`config.mk`:
```
export PLATFORM = sky130hd
export DESIGN_NAME = led_stream_enc
export DESIGN_NICKNAME = d
export VERILOG_FILES = /design/src/rtl/led_enc_pkg.sv /design/src/rtl/led_quantum_timer.sv /design/src/rtl/led_pixel_packer.sv /design/src/rtl/led_bit_shifter.sv /design/src/rtl/led_stream_enc.sv
export SDC_FILE = /design/constraint.sdc
export NUM_CORES = 1
export LEC_CHECK = 0
export BUFFER_PORTS_ARGS = -buffer_cell sky130_fd_sc_hd__buf_2
export CORE_MARGIN = 2
export CORE_UTILIZATION = 38
export CTS_BUF_LIST = sky130_fd_sc_hd__clkbuf_2
export CTS_CLUSTER_SIZE = 40
export DETAILED_ROUTE_END_ITERATION = 7
export GPL_ROUTABILITY_DRIVEN = 1
export GPL_TIMING_DRIVEN = 0
export PLACE_DENSITY_LB_ADDON = 0.15
export SYNTH_ARGS = -nofsm -noshare
export SYNTH_HDL_FRONTEND = slang
export SYNTH_SLANG_ARGS = --single-unit
```
`constraint.sdc`:
```
create_clock -name clk -period 2.88 [get_ports clk]
set_input_delay 0 -clock clk [delete_from_list [all_inputs] [get_ports clk]]
set_output_delay 0 -clock clk [all_outputs]
set_load 0.05 [all_outputs]
```
`src/rtl/led_enc_pkg.sv`:
```
package led_enc_pkg;

   typedef enum logic [1:0] {
      ENC_IDLE = 2'd0,
      ENC_BITS = 2'd1,
      ENC_RST  = 2'd2
   } enc_state_e;

   localparam int QUANTA_PER_SLOT = 4;

   // Clock cycles per quantum, never below one.
   function automatic int quantum_cycles(input longint clk_hz, input longint q_ns);
      longint c;
      c = (clk_hz * q_ns) / 64'd1_000_000_000;
      if (c < 1) c = 1;
      return int'(c);
   endfunction

   // Clock cycles in the closing low interval, never below one.
   function automatic int reset_cycles(input longint clk_hz, input longint r_us);
      longint c;
      c = (clk_hz / 64'd1_000_000) * r_us;
      if (c < 1) c = 1;
      return int'(c);
   endfunction

   // Each used slot selects a legal component, and no component is used twice.
   function automatic bit order_ok(input logic [7:0] ord, input int ncomp);
      bit [3:0] seen;
      seen = '0;
      for (int k = 0; k < ncomp; k++) begin
         if (int'(ord[2*k +: 2]) >= ncomp) return 1'b0;
         if (seen[ord[2*k +: 2]]) return 1'b0;
         seen[ord[2*k +: 2]] = 1'b1;
      end
      return 1'b1;
   endfunction

endpackage

```
`src/rtl/led_quantum_timer.sv`:
```
module led_quantum_timer #(
   parameter int QCYC = 30
) (
   input  logic       clk,
   input  logic       rst_n,
   input  logic       restart,
   input  logic       run,
   output logic [1:0] q_idx,
   output logic       slot_last
);
   logic       q_end;
   logic [1:0] q_idx_q;

   generate
      if (QCYC > 1) begin : g_div
         localparam int QW = $clog2(QCYC);
         logic [QW-1:0] cnt_q;
         always_ff @(posedge clk) begin
            if (!rst_n || restart) begin
               cnt_q <= '0;
            end else if (run) begin
               cnt_q <= q_end ? '0 : cnt_q + 1'b1;
            end
         end
         assign q_end = (cnt_q == QW'(QCYC - 1));
      end else begin : g_nodiv
         assign q_end = 1'b1;
      end
   endgenerate

   always_ff @(posedge clk) begin
      if (!rst_n || restart) begin
         q_idx_q <= 2'd0;
      end else if (run && q_end) begin
         q_idx_q <= q_idx_q + 2'd1;
      end
   end

   assign q_idx     = q_idx_q;
   assign slot_last = q_end && (q_idx_q == 2'd3);
endmodule

```
`src/rtl/led_pixel_packer.sv`:
```
module led_pixel_packer #(
   parameter int         NCOMP      = 3,
   parameter logic [7:0] WIRE_ORDER = 8'hE1,
   localparam int        NBITS      = NCOMP * 8
) (
   input  logic [7:0]       pix_r,
   input  logic [7:0]       pix_g,
   input  logic [7:0]       pix_b,
   input  logic [7:0]       pix_w,
   output logic [NBITS-1:0] word
);
   logic [7:0] comp_set [4];

   assign comp_set[0] = pix_r;
   assign comp_set[1] = pix_g;
   assign comp_set[2] = pix_b;
   assign comp_set[3] = pix_w;

   // Slot 0 lands in the top byte so it leaves the shifter first.
   generate
      for (genvar k = 0; k < NCOMP; k++) begin : g_slot
         localparam logic [1:0] SEL = WIRE_ORDER[2*k +: 2];
         assign word[NBITS-1-8*k -: 8] = comp_set[SEL];
      end
   endgenerate
endmodule

```
`src/rtl/led_bit_shifter.sv`:
```
module led_bit_shifter #(
   parameter int NBITS = 24
) (
   input  logic             clk,
   input  logic             rst_n,
   input  logic             load,
   input  logic             advance,
   input  logic [NBITS-1:0] word_in,
   output logic             cur_bit,
   output logic             on_last
);
   localparam int BW = $clog2(NBITS);

   logic [NBITS-1:0] sh_q;
   logic [BW-1:0]    bidx_q;

   always_ff @(posedge clk) begin
      if (!rst_n) begin
         sh_q   <= '0;
         bidx_q <= '0;
      end else if (load) begin
         sh_q   <= word_in;
         bidx_q <= '0;
      end else if (advance) begin
         sh_q   <= {sh_q[NBITS-2:0], 1'b0};
         bidx_q <= bidx_q + 1'b1;
      end
   end

   assign cur_bit = sh_q[NBITS-1];
   assign on_last = (bidx_q == BW'(NBITS - 1));
endmodule

```
`src/rtl/led_stream_enc.sv`:
```
module led_stream_enc
   import led_enc_pkg::*;
#(
   parameter int         CLK_HZ     = 100_000_000,
   parameter int         QUANT_NS   = 300,
   parameter int         ONE_QUANTA = 2,
   parameter int         WHITE_EN   = 0,
   parameter int         RESET_US   = 50,
   parameter logic [7:0] WIRE_ORDER = 8'hE1
) (
   input  logic       clk,
   input  logic       rst_n,
   input  logic       px_valid,
   output logic       px_ready,
   input  logic [7:0] px_r,
   input  logic [7:0] px_g,
   input  logic [7:0] px_b,
   input  logic [7:0] px_w,
   input  logic       px_last,
   output logic       led_dout,
   output logic       busy
);
   localparam int NCOMP = (WHITE_EN != 0) ? 4 : 3;
   localparam int NBITS = NCOMP * 8;
   localparam int QCYC  = quantum_cycles(CLK_HZ, QUANT_NS);
   localparam int RCYC  = reset_cycles(CLK_HZ, RESET_US);
   localparam int RW    = $clog2(RCYC + 1);

   initial begin
      assert (ONE_QUANTA == 2 || ONE_QUANTA == 3)
         else $error("ONE_QUANTA must be 2 or 3");
      assert (ONE_QUANTA < QUANTA_PER_SLOT)
         else $error("a one must end low");
      assert (order_ok(WIRE_ORDER, NCOMP))
         else $error("WIRE_ORDER repeats or exceeds the component set");
      assert (CLK_HZ >= 1_000_000)
         else $error("CLK_HZ must be at least 1 MHz");
   end

   enc_state_e        state_q;
   logic [RW-1:0]     rcnt_q;
   logic              last_q;
   logic [1:0]        q_idx;
   logic              slot_last;
   logic              cur_bit;
   logic              bit_last;
   logic [NBITS-1:0]  packed_word;
   logic              pix_end;
   logic              take;
   logic              advance;
   logic [2:0]        hi_quanta;

   led_pixel_packer #(
      .NCOMP      (NCOMP),
      .WIRE_ORDER (WIRE_ORDER)
   ) u_pack (
      .pix_r (px_r),
      .pix_g (px_g),
      .pix_b (px_b),
      .pix_w (px_w),
      .word  (packed_word)
   );

   led_quantum_timer #(
      .QCYC (QCYC)
   ) u_timer (
      .clk       (clk),
      .rst_n     (rst_n),
      .restart   (take),
      .run       (state_q == ENC_BITS),
      .q_idx     (q_idx),
      .slot_last (slot_last)
   );

   led_bit_shifter #(
      .NBITS (NBITS)
   ) u_shift (
      .clk     (clk),
      .rst_n   (rst_n),
      .load    (take),
      .advance (advance),
      .word_in (packed_word),
      .cur_bit (cur_bit),
      .on_last (bit_last)
   );

   assign pix_end  = (state_q == ENC_BITS) && slot_last && bit_last;
   assign px_ready = (state_q == ENC_IDLE) || (pix_end && !last_q);
   assign take     = px_valid && px_ready;
   assign advance  = (state_q == ENC_BITS) && slot_last && !bit_last;

   always_ff @(posedge clk) begin
      if (!rst_n) begin
         state_q <= ENC_IDLE;
         rcnt_q  <= '0;
         last_q  <= 1'b0;
      end else begin
         if (take) last_q <= px_last;
         unique case (state_q)
            ENC_IDLE: begin
               if (take) state_q <= ENC_BITS;
            end
            ENC_BITS: begin
               if (pix_end && !take) begin
                  state_q <= ENC_RST;
                  rcnt_q  <= '0;
               end
            end
            ENC_RST: begin
               if (rcnt_q == RW'(RCYC - 1)) begin
                  state_q <= ENC_IDLE;
                  rcnt_q  <= '0;
               end else begin
                  rcnt_q <= rcnt_q + 1'b1;
               end
            end
            default: state_q <= ENC_IDLE;
         endcase
      end
   end

   assign hi_quanta = cur_bit ? 3'(ONE_QUANTA) : 3'd1;
   assign led_dout  = (state_q == ENC_BITS) && ({1'b0, q_idx} < hi_quanta);
   assign busy      = (state_q != ENC_IDLE);
endmodule

```
## Yosys cells after proc, flatten, opt, wreduce, memory -nomap -nowiden

Cells that the tools add are included.

- Register bits: 52
- Word-level logic and storage cells: 55
- Input port bits: 36

- Order comparisons: 1
- Equal/unequal tests: 9
- Bitwise gates (word level): 1
- Muxes and demuxes: 11
- Reduce and logical (&&, ||, !) cells: 22
- Add/subtract/negate cells: 4

Operators with widths:

| kind | count |
|---|---|
| 2-to-1 mux 24 bit | 2 |
| 2-to-1 mux 13 bit | 2 |
| one-hot mux 13 bit (2 select lines) | 1 |
| adder 13 x 1 -> 13 bit, second input constant | 1 |
| == test 13 bit, second input constant | 1 |
| adder 5 x 1 -> 5 bit, second input constant | 2 |
| == test 5 bit, second input constant | 2 |
| logical AND 1 bit | 9 |
| 2-to-1 mux 2 bit | 4 |
| != test 2 bit, second input constant | 3 |
| one-hot mux 2 bit (3 select lines) | 1 |
| nonzero test 2 bit | 3 |
| 2-to-1 mux 5 bit | 1 |
| == test 2 bit, second input constant | 2 |
| zero test 1 bit | 4 |
| AND reduction 3 bit | 1 |
| adder 2 x 1 -> 2 bit, second input constant | 1 |
| == test 2 x 1 -> 1 bit, second input constant | 1 |
| zero test 2 bit | 1 |
| logical OR 1 bit | 2 |
| less-than comparator 2 bit | 1 |
| AND reduction 2 bit | 1 |
| OR reduction 2 bit | 1 |
| inverter 1 bit | 1 |

## Logic depth before layout (Yosys ltp)

- Word-level depth: 11
- Depth in mapped cells: 7

## Modules after synthesis

Synthesis repeated with hierarchy kept, for this count alone.

- Cells, all modules: 312
- Area total of the unflattened synthesis: 2987.9 um^2

Modules (own cells, without submodules):

| module | instances | area each (um^2) | cells each |
|---|---|---|---|
| led_bit_shifter | 1 | 1450.1 | 130 |
| led_stream_enc | 1 | 980.9 | 115 |
| led_quantum_timer | 1 | 376.6 | 43 |
| led_pixel_packer | 1 | 180.2 | 24 |

## Least setup slack after synthesis

Ideal clock, no wire load.

- Path type: register to register
- Start point: register u_timer.g_div.cnt_q[0]
- End point: register u_shift.sh_q[11]
- Arrival: 2983 ps
- Cell stages (with the launch flop): 6
- Slack: -173 ps
- Path buffers: 0
- Cells stage by stage: dfxtp_1 > ha_1 > nand3_1 > o41ai_1 > a32oi_1 > a21oi_1

- Cells in the longest elaborated chain, start to end: 8

RTL lines:

| element | RTL line | source |
|---|---|---|
| from (decl) | led_quantum_timer.sv:17 | `logic [QW-1:0] cnt_q;` |
| from (signal assigned) | led_quantum_timer.sv:22 | `cnt_q <= q_end ? '0 : cnt_q + 1'b1;` |
| == test 5 bit * | led_quantum_timer.sv:25 | `assign q_end = (cnt_q == QW'(QCYC - 1));` |
| logical AND 1 bit * | led_quantum_timer.sv:40 | `assign slot_last = q_end && (q_idx_q == 2'd3);` |
| logical AND 1 bit * (2 in series) | led_stream_enc.sv:87 | `assign pix_end = (state_q == ENC_BITS) && slot_last && bit_last;` |
| logical AND 1 bit * | led_stream_enc.sv:88 | `assign px_ready = (state_q == ENC_IDLE) \|\| (pix_end && !last_q);` |
| logical OR 1 bit * | led_stream_enc.sv:88 |  |
| via px_ready | led_stream_enc.sv:14 | `output logic px_ready,` |
| logical AND 1 bit * | led_stream_enc.sv:89 | `assign take = px_valid && px_ready;` |
| 2-to-1 mux 24 bit or nonzero test 2 bit (tied branches) | - |  |
| to (signal assigned) | led_bit_shifter.sv:22 | `sh_q <= word_in;` |
| to (signal assigned) | led_bit_shifter.sv:25 | `sh_q <= {sh_q[NBITS-2:0], 1'b0};` |
| to (decl) | led_bit_shifter.sv:14 | `logic [NBITS-1:0] sh_q;` |

Mark *: on every way through the listed nets, which the timed path passes. The rest lies on a longest branch.
A chain may end at the register's enable or synchronous reset.

## Worst setup path in the final report

- Start point: register u_timer.g_div.cnt_q[1]
- End point: register last_q

- Cells in the longest elaborated chain, start to end: 7

RTL lines:

| element | RTL line | source |
|---|---|---|
| == test 5 bit | led_quantum_timer.sv:25 |  |
| logical AND 1 bit | led_quantum_timer.sv:40 |  |
| logical AND 1 bit (2 in series) | led_stream_enc.sv:87 |  |
| logical AND 1 bit | led_stream_enc.sv:88 |  |
| logical OR 1 bit | led_stream_enc.sv:88 |  |
| logical AND 1 bit | led_stream_enc.sv:89 |  |
| to (signal assigned) | led_stream_enc.sv:98 | `if (take) last_q <= px_last;` |
| to (decl) | led_stream_enc.sv:42 | `logic last_q;` |

No other way between the ends.

==> flow_metrics.py <==
metrics = {
    "detailed_routing": {
        "firstDrtPassIters": 5,
        "avgViaCountPerCell": 5.18,
        "wl_per_cell_um": 13.1,
        "post-route-drc-count": 0,
        "ant_nets": 0,
        "wl_um": 5640,
        "vias": 2227,
        "first_iter_violations": 100,
    },
    "logic_synthesis": {
        "synth_seq_area_share": 0.430,
        "synth_area_leaders": "dfxtp_1, nand2_1, a31oi_1",
        "syn-cell-area_um2": 2420,
        "postSynth.asyncResetShare": 0,
        "synth_top_area_cell": "dfxtp_1",
        "synth_cell_types": 43,
        "synth_common_cells": "nand2_1, dfxtp_1, a31oi_1, o21ai_0",
        "avgSynthCellArea_um2": 8.44,
        "synth.top_cell.area_share": 0.430,
        "synth-edff-count": 0,
        "synth.most_common_cell": "nand2_1",
        "syn_nets": 329,
        "ys_ff_latch": 52,
        "yosysWarningCount": 0,
        "syn_inst": 287,
        "synthFlopType": "dfxtp_1",
    },
    "worst_setup_path": {
        "crit_start": "u_timer.g_div.cnt_q[1]",
        "cp_data_arrival_time_ns": 2.79,
        "crit_fanout": 10,
        "reg2reg_from": "u_timer.g_div.cnt_q[1]",
        "worstSetupPathType": "reg2reg",
        "start_kind": "flip-flop",
        "r2r_slack_ns": 0.43,
        "worst_setup_path_end_kind": "flip-flop",
        "cp_data_required_time_ns": 3.21,
    },
    "min_path": {
        "min_from": "px_b[2]",
        "worstHoldPathType": "in2reg",
    },
    "outcome": {
        "status": "finished clean",
    },
    "global_route": {
        "grt_antenna_before_repair": 0,
        "grt_use_total": 0.168,
        "grt_pass1_vias": 2109,
        "overflow": 0,
        "grt_pass1_wl_um": 9830,
        "grt_max_degree": 16,
    },
    "timing": {
        "rsz0062_at_grt": "no",
        "slew_headroom": 0.684,
        "finalHoldViolCount": 0,
        "setup_viol": 0,
        "clock.fmax_mhz": 408,
        "clock_skew_ns": 0.0330,
        "worst_slew_pin_slew_ns": 0.471,
        "finalSetupTns_ns": 0,
        "post-route-period-util": 0.851,
        "hold_slack_ns": 0.372,
        "post-route-min-period_ns": 2.45,
        "finalMaxSlewViolations": 0,
    },
    "clocking": {
        "cts_root_buf": "clkbuf_2",
        "cts_num_sinks": 52,
        "post_cts_resized": 0,
        "holdBufCountCts": 29,
        "clkTransAtPathRegs_ns": 0.27,
        "cts_tree": "done",
        "insertion_delay_ns": 0.44,
        "htreeDepth": 2,
        "cts_made_buffers": 5,
        "clockBufferDepth": 2,
        "cts_setup_buffers": 0,
    },
    "power_and_ir_drop": {
        "power_leakage_nw": 1.21,
        "pwr_density_cell_nw_per_um2": 428,
        "ir_drop_v": 0.000235,
        "design_power_total_w": 0.00130,
    },
    "floorplan": {
        "start_util": 0.388,
        "die-area_um2": 7030,
        "coreArea_um2": 6240,
        "die_w_um": 83.9,
        "die_height_um": 83.9,
        "std_cell_rows": 29,
        "ios": 39,
    },
    "cells_and_area": {
        "fin_cells": 430,
        "num-nets-final": 394,
        "area_growth_pct": 24.8,
        "final_layout_size_suffix_gt1_frac": 0.150,
        "n_antenna_cell": 0,
        "n_fill_cell": 629,
    },
    "place": {
        "gp_congestion": 0.807,
        "hpwl_um": 3770,
        "io_buffers": 29,
        "dp.cells": 393,
    },
    "job": {
        "maxCapViolations": 0,
    },
}
## state kept, by name, indices dropped and copies added (netlist names)
register	flops
u_timer.q_idx	2
last_q	1
u_shift.bidx_q	5
u_timer.g_div.cnt_q	5
rcnt_q	13
state_q	2
u_shift.sh_q	24
## critical path, stage by stage, from the launching register on
cell,delay [ns]
dfxtp_1,0.44
inv_1,0.06
ha_1,0.21
and3_1,0.22
a41oi_1,0.35
buf_2,0.29
mux2i_1,0.20
nor2_1,0.05
dlygate4sd3_1,0.55
## per-layer routing
metal | global-route usage | wire length (um) | up-vias
met5 | 0 | 0 | -
met2 | 0.264 | 2610 | 30
li1 | - | - | 1169
met1 | 0.231 | 2820 | 1024
met4 | 0.0572 | 47 | 0
met3 | 0.0336 | 162 | 4
## per-stage QoR
step	cell area (um^2)	setup WS, ns	utilization
floorplan	2430	0.624	-
global placement	2670	0.884	0.428
detailed placement	2670	0.887	0.428
CTS	3030	0.457	0.485
global route	3030	0.189	0.485
finish	3030	0.428	0.485
## kinds of logic after synthesis
kind of cell / Yosys count / share of synthesized area
buffers and inverters: 20 / 0.0398
DFF: 52 / 0.430
AOI/OAI and AO/OA: 76 / 0.194
adders and majority gates: 6 / 0.0310
and+or+nand+nor: 117 / 0.246
muxes: 4 / 0.0170
xor gates and xnor gates: 12 / 0.0434
## cell usage in the layout, fill, tap and decap left out, drive strengths merged, types with 2 or more instances in the layout
cell type,count
mux2i,3
dfxtp,52
a22o,5
a41oi,2
nor2b,2
and3,6
nor2,14
nand2,54
nor4b,3
nand4b,2
xnor2,7
nand3,14
o21ai,25
nand4,4
nor3,3
dlygate4sd3,29
a21oi,9
buf,39
xor2,5
and4b,2
nand2b,4
nor3b,2
inv,3
a31oi,28
ha,6
clkinv,2
and4,3
clkbuf,12
## final cells by class
| class | instances | area (um^2) | area share |
|---|---|---|---|
| multi-input combinational | 215 | 1290 | 0.428 |
| buffer | 17 | 85.1 | 0.0281 |
| clock inverter | 3 | 37.5 | 0.0124 |
| timing repair buffer | 58 | 435 | 0.144 |
| tap | 77 | 96.3 | 0.0318 |
| clock buffer | 5 | 25.0 | 0.00827 |
| sequential | 52 | 1040 | 0.344 |
| inverter | 3 | 11.3 | 0.00372 |
## path summary, 6_finish.rpt
| path | to | cells after the start |
|---|---|---|
| setup reg to reg | last_q | 8 |
| hold reg to reg | u_shift.sh_q[12] | 2 |
| hold / removal | u_shift.sh_q[2] | 4 |
| setup / recovery | last_q | 8 |
## power breakdown
part | internal (W) | switching [W]
Sequential | 0.000752 | 0.0000183
Clock | 0.000141 | 0.000229
Combinational | 0.0000759 | 0.0000788
Note: power is estimated with default switching activity, not from simulation.
